[config.mk]
export PLATFORM = sky130hd
export DESIGN_NAME = vlcu_top
export DESIGN_NICKNAME = d
export VERILOG_FILES = /design/src/rtl/vlcu_pkg.sv /design/src/rtl/vlcu_popcount.sv /design/src/rtl/vlcu_div_step.sv /design/src/rtl/vlcu_scale.sv /design/src/rtl/vlcu_top.sv
export SDC_FILE = /design/constraint.sdc
export NUM_CORES = 1
export LEC_CHECK = 0
export BUFFER_PORTS_ARGS = -buffer_cell sky130_fd_sc_hd__buf_2
export CAP_MARGIN = 20
export CORE_MARGIN = 3
export CORE_UTILIZATION = 40
export DETAILED_ROUTE_END_ITERATION = 8
export RECOVER_POWER = 25
export SETUP_SLACK_MARGIN = 0.15
export SYNTH_ARGS = -nofsm -noshare
export SYNTH_HDL_FRONTEND = slang
export SYNTH_HIERARCHICAL = 1
export SYNTH_SLANG_ARGS = --single-unit
[constraint.sdc]
create_clock -name clk -period 11.5 [get_ports clk]
set_input_delay 2.3 -clock clk [delete_from_list [all_inputs] [get_ports clk]]
set_output_delay 2.3 -clock clk [all_outputs]
set_load 0.02 [all_outputs]
[src/rtl/vlcu_pkg.sv]
package vlcu_pkg;

    typedef enum logic {
        PH_IDLE = 1'b0,
        PH_DIV  = 1'b1
    } phase_e;

endpackage

[src/rtl/vlcu_popcount.sv]
module vlcu_popcount #(
    parameter int unsigned IN_W  = 8,
    parameter int unsigned OUT_W = $clog2(IN_W + 1)
) (
    input  logic [IN_W-1:0]  bits_i,
    output logic [OUT_W-1:0] count_o
);

    logic [OUT_W-1:0] acc [IN_W+1];

    assign acc[0] = '0;

    for (genvar g = 0; g < IN_W; g++) begin : g_sum
        assign acc[g+1] = acc[g] + OUT_W'(bits_i[g]);
    end

    assign count_o = acc[IN_W];

endmodule

[src/rtl/vlcu_div_step.sv]
module vlcu_div_step #(
    parameter int unsigned DIV_W = 7,
    parameter int unsigned REM_W = DIV_W + 1,
    parameter int unsigned QUO_W = 8
) (
    input  logic [REM_W-1:0] rem_i,
    input  logic [QUO_W-1:0] quo_i,
    input  logic [DIV_W-1:0] div_i,
    output logic [REM_W-1:0] rem_o,
    output logic [QUO_W-1:0] quo_o
);

    logic [REM_W:0] trial;
    logic [REM_W:0] div_ext;
    logic           fits;

    always_comb begin
        trial   = {rem_i, quo_i[QUO_W-1]};
        div_ext = (REM_W+1)'(div_i);
        fits    = (trial >= div_ext);
        rem_o   = fits ? REM_W'(trial - div_ext) : REM_W'(trial);
        quo_o   = {quo_i[QUO_W-2:0], fits};
    end

endmodule

[src/rtl/vlcu_scale.sv]
module vlcu_scale #(
    parameter int unsigned QUO_W       = 8,
    parameter int unsigned POP_W       = 4,
    parameter int unsigned MAX_THREADS = 32,
    parameter int unsigned LEN_W       = $clog2(MAX_THREADS + 1)
) (
    input  logic [QUO_W-1:0] quo_i,
    input  logic [POP_W-1:0] banks_i,
    output logic [LEN_W-1:0] len_o
);

    localparam int unsigned PROD_W = QUO_W + POP_W;

    logic [PROD_W-1:0] prod;

    always_comb begin
        prod = PROD_W'(quo_i) * PROD_W'(banks_i);
        if (prod > PROD_W'(MAX_THREADS)) begin
            len_o = LEN_W'(MAX_THREADS);
        end else begin
            len_o = LEN_W'(prod);
        end
    end

endmodule

[src/rtl/vlcu_top.sv]
module vlcu_top #(
    parameter int unsigned DATA_W      = 16,
    parameter int unsigned MASK_W      = 8,
    parameter int unsigned CNT_W       = 6,
    parameter int unsigned RPB_W       = 8,
    parameter int unsigned REQ_W       = 16,
    parameter int unsigned MAX_THREADS = 32
) (
    input  logic                                    clk,
    input  logic                                    rst_n,
    input  logic                                    mask_we,
    input  logic [DATA_W-1:0]                       mask_wdata,
    input  logic                                    cfg_we,
    input  logic [CNT_W-1:0]                        int_used,
    input  logic [CNT_W-1:0]                        fp_used,
    input  logic [RPB_W-1:0]                        regs_per_bank,
    input  logic                                    setvl_req,
    input  logic [REQ_W-1:0]                        setvl_len,
    output logic                                    setvl_ready,
    output logic                                    busy,
    output logic [$clog2(MAX_THREADS + 1)-1:0]      max_len,
    output logic                                    grant_valid,
    output logic [$clog2(MAX_THREADS + 1)-1:0]      grant_len
);

    localparam int unsigned SUM_W  = CNT_W + 1;
    localparam int unsigned REM_W  = SUM_W + 1;
    localparam int unsigned POP_W  = $clog2(MASK_W + 1);
    localparam int unsigned LEN_W  = $clog2(MAX_THREADS + 1);
    localparam int unsigned STEP_W = $clog2(RPB_W + 1);

    typedef struct packed {
        logic [MASK_W-1:0]      mask;
        logic [SUM_W-1:0]       divisor;
        logic [REM_W-1:0]       rem;
        logic [RPB_W-1:0]       quo;
        logic [STEP_W-1:0]      steps;
        vlcu_pkg::phase_e       phase;
        logic [LEN_W-1:0]       max_len;
        logic                   gnt_vld;
        logic [LEN_W-1:0]       gnt_len;
    } state_t;

    state_t s_d, s_q;

    logic               any_wr;
    logic [SUM_W-1:0]   used_sum;
    logic [SUM_W-1:0]   div_new;
    logic [REM_W-1:0]   rem_nx;
    logic [RPB_W-1:0]   quo_nx;
    logic [POP_W-1:0]   bank_cnt;
    logic [LEN_W-1:0]   scaled;
    logic               unused_hi;

    assign unused_hi = ^mask_wdata[DATA_W-1:MASK_W];

    vlcu_div_step #(
        .DIV_W (SUM_W),
        .REM_W (REM_W),
        .QUO_W (RPB_W)
    ) u_step (
        .rem_i (s_q.rem),
        .quo_i (s_q.quo),
        .div_i (s_q.divisor),
        .rem_o (rem_nx),
        .quo_o (quo_nx)
    );

    vlcu_popcount #(
        .IN_W  (MASK_W),
        .OUT_W (POP_W)
    ) u_pop (
        .bits_i  (s_q.mask),
        .count_o (bank_cnt)
    );

    vlcu_scale #(
        .QUO_W       (RPB_W),
        .POP_W       (POP_W),
        .MAX_THREADS (MAX_THREADS),
        .LEN_W       (LEN_W)
    ) u_scale (
        .quo_i   (quo_nx),
        .banks_i (bank_cnt),
        .len_o   (scaled)
    );

    always_comb begin
        any_wr   = mask_we | cfg_we;
        used_sum = SUM_W'(int_used) + SUM_W'(fp_used);
        div_new  = (used_sum < SUM_W'(2)) ? SUM_W'(1) : used_sum - SUM_W'(1);

        s_d         = s_q;
        s_d.gnt_vld = 1'b0;

        if (any_wr) begin
            if (mask_we) begin
                s_d.mask = mask_wdata[MASK_W-1:0];
            end
            if (cfg_we) begin
                s_d.divisor = div_new;
            end
            s_d.rem   = '0;
            s_d.quo   = regs_per_bank;
            s_d.steps = STEP_W'(RPB_W);
            s_d.phase = vlcu_pkg::PH_DIV;
        end else if (s_q.phase == vlcu_pkg::PH_DIV) begin
            s_d.rem   = rem_nx;
            s_d.quo   = quo_nx;
            s_d.steps = s_q.steps - STEP_W'(1);
            if (s_q.steps == STEP_W'(1)) begin
                s_d.phase   = vlcu_pkg::PH_IDLE;
                s_d.max_len = scaled;
            end
        end else if (setvl_req) begin
            s_d.gnt_vld = 1'b1;
            if (setvl_len < REQ_W'(s_q.max_len)) begin
                s_d.gnt_len = LEN_W'(setvl_len);
            end else begin
                s_d.gnt_len = s_q.max_len;
            end
        end
    end

    always_ff @(posedge clk) begin
        if (!rst_n) begin
            s_q.mask    <= '0;
            s_q.divisor <= SUM_W'(1);
            s_q.rem     <= '0;
            s_q.quo     <= '0;
            s_q.steps   <= '0;
            s_q.phase   <= vlcu_pkg::PH_IDLE;
            s_q.max_len <= '0;
            s_q.gnt_vld <= 1'b0;
            s_q.gnt_len <= '0;
        end else begin
            s_q <= s_d;
        end
    end

    assign busy        = (s_q.phase == vlcu_pkg::PH_DIV);
    assign setvl_ready = !busy && !any_wr;
    assign max_len     = s_q.max_len;
    assign grant_valid = s_q.gnt_vld;
    assign grant_len   = s_q.gnt_len;

endmodule

==> flow_summary.yaml <==
sta:
  fmax_ghz: 0.1597
  finalSetupTns_ps: 0
  tightestPinTransition_ps: 1513
  finalClockSkew_ps: 6.481
  min_period_over_period_pct: 54.45
  slew_headroom_pct: -0.8948
  report.final.slew_viol_count: 42
  min_period_ps: 6262
  rsz0062_at_grt: "false"
  setup_viol: 0
  hold_viol: 0
synthesis:
  avgSynthCellArea_um2: 8.681
  ys_warn_count: 6
  yosysMostFrequentCell: "inv_1"
  ys.flop_type: "dfxtp_1"
  syn_inst: 515
  synth_top_area_share_pct: 21.94
  synth.area.top_cells: "dfxtp_1 (22%), ha_1 (11%), mux2i_1 (9.2%)"
  synth_cell_types: 67
  syn-cell-area_um2: 4471
  synth_edf_count: 0
  async_flop_share_pct: 0
  ys_ff_latch: 49
  yosysSeqAreaShare_pct: 21.94
  synth_nets: 630
  yosys-top-cells-count: "inv_1 (58), dfxtp_1 (49), mux2i_1 (41)"
  synth_top_cell_by_area: "dfxtp_1"
global_route:
  grt_pass1_vias: 3495
  use_met2_pct: 26.10
  antenna_found_initial: 0
  grt_first_pass_wirelength_um: 15670
  grt_usage_pct: 14.62
  grt_max_degree: 42
  grt_most_used_layer: "met2"
  met3_usage_pct: 2.989
  met1_usage_pct: 17.98
  globalRouteOverflowTotal: 0
drt:
  drtIter0Drc: 162
  wl_per_cell_um: 12.78
  via_count: 3470
  drt_wl_total_um: 8791
  ant_nets: 0
  viasPerCell: 5.044
  drc: 0
  firstDrtPassIters: 4
layout:
  seq_area_um2: 980.9
  num_antenna_cells: 0
  fill_cells: 1058
  synthToLayoutAreaGrowth_pct: 8.732
  multi_input_area_um2: 3047
  fin_util_pct: 45.85
  layout-drive-gt1-share_pct: 16.49
  finalNetCount: 666
worst_setup_path:
  crit_type: "reg -> reg"
  worstPathRequired_ps: 11710
  slowest_delay_ps: 560
  cp.buffers_inverters: 3
  critPathMaxFanout: 8
  worstPathCellList: "inv_1, fa_1, fa_1, fa_1, fa_1, xnor2_1, nand2_1, fa_1, inv_1, fa_1, inv_1, fa_1, nand2b_1, a21oi_1, mux2_2, nor3_2, or3b_1, mux2i_1, nor2b_1"
  worstPathArrival_ps: 6470
  crit_family: "adder cells"
  slowest_stage: "fa_1"
  endpoint_kind: "flip-flop"
  worst_path_most_repeated_cell: "fa_1"
  worst_setup_path_start_kind: "flip-flop"
outcome:
  failed_checks: "max-capacitance violations, max-slew violations"
  status: "finished, violations left"
clock_network:
  cts.htree.levels: 2
  clk_latency_ps: 310
  cts_resized: 0
  clk_pin_slew_ps: 90
  cts-root-buf: "clkbuf_8"
  cts_setup_buffers: 0
  cts.sinks: 49
  postCtsHoldBufs: 0
  tritoncts: "built"
  cts_buffer_depth: 2
  cts_made_buffers: 5
power_and_ir_drop:
  cellLeakagePower_uw: 0.002330
  power.density_nw_per_um2: 102.8
  ir_drop_uv: 61.06
floorplan:
  row_count: 37
  die_area_um2: 12480
  die_w_um: 111.7
  start_util_pct: 42.17
  io_pins: 72
  core_um2: 10600
  die_h_um: 111.7
place:
  gp_congestion: 0.7861
  post-dp-hpwl_um: 7067
  port_buffers: 63
flow_run:
  max-cap-violations: 1
min_path:
  hp-class: "reg -> reg"
[through the flow]
step / area (um2) / std cells / setup WS, ps / power (uW) / hold slack (ps)
final: 4861 / 688 / 5238 / 499.7 / 475.3
after global routing: 4861 / 688 / 4866 / 541.7 / 497.6
after CTS: 4862 / 688 / 5156 / 507.6 / 478.6
after detailed placement: 4746 / 680 / 5160 / 376.9 / 464.2
after global placement: 4746 / 680 / 5313 / 372.9 / 462.0
after floorplan: 4471 / 515 / 5757 / 341.7 / 448.2
[placed cells by master, fill, tap and decap left out, drive strengths merged, types with 8 or more instances in the layout]
| master | synthesis | layout |
|---|---|---|
| nor2b | 20 | 20 |
| ha | 40 | 40 |
| buf | 26 | 64 |
| fa | 18 | 18 |
| inv | 58 | 58 |
| o21ai | 21 | 21 |
| a21oi | 27 | 27 |
| dfxtp | 49 | 49 |
| o211a | 10 | 10 |
| mux2i | 41 | 41 |
| nand2 | 31 | 31 |
| clkbuf | 10 | 8 |
| and2 | 22 | 22 |
| nand2b | 8 | 8 |
| nor2 | 28 | 28 |
| xnor2 | 8 | 8 |
[path summary, 6_finish.rpt]
check / from / to / slack (ps) / cells after the start
max: s_q[43]$_SDFFE_PN0P_ / max_len[5]$_SDFFE_PN0P_ / 5240 / 19
min: s_q[36]$_SDFFE_PN0P_ / s_q[36]$_SDFFE_PN0P_ / 480 / 2
max reg2reg: s_q[43]$_SDFFE_PN0P_ / max_len[5]$_SDFFE_PN0P_ / 5240 / 19
min reg2reg: s_q[36]$_SDFFE_PN0P_ / s_q[36]$_SDFFE_PN0P_ / 480 / 2
[cells by family after synthesis]
group	count (synthesis)	synth area share, %
buffers and inverters	94	9.908
xor gates and xnor gates	14	2.743
and+or+nand+nor	160	20.54
AOI/OAI and AO/OA	93	14.92
muxes	47	10.69
adders and majority gates	58	19.26
DFF	49	21.94
[worst min-delay path: cells and delay by family (launching register included)]
family           cells  cell delay, ps
AO/OA/AOI/OAI        1              50
flip-flops           1             320
AND/OR/NAND/NOR      1              60
[state kept, by name, summed over array words and instances (netlist names)]
signal,cells
s_q,35
grant_len,6
max_len,6
busy,1
grant_valid,1
[report_power, final]
group / internal (uW) / switching, uW
Combinational: 86.7 / 99.1
Sequential: 178 / 6.98
Clock: 70.9 / 57.5
Total: 336 / 164
[layer usage]
metal / wire length (um) / vias to the layer above
li1: - / 1830
met1: 4004 / 1601
met2: 4431 / 34
met3: 274 / 5
met4: 82 / 0
met5: 0 / -
[cell type report]
cell class / instances / area share (%)
clock buffers: 7 / 1.776
repair buffers: 65 / 6.770
flip-flops and latches: 49 / 20.18
multi-input cells: 372 / 62.68
clock inverters: 1 / 0.6178
well taps: 136 / 3.501
inverters: 58 / 4.479
No activity file was read; power rests on OpenSTA's default activity.
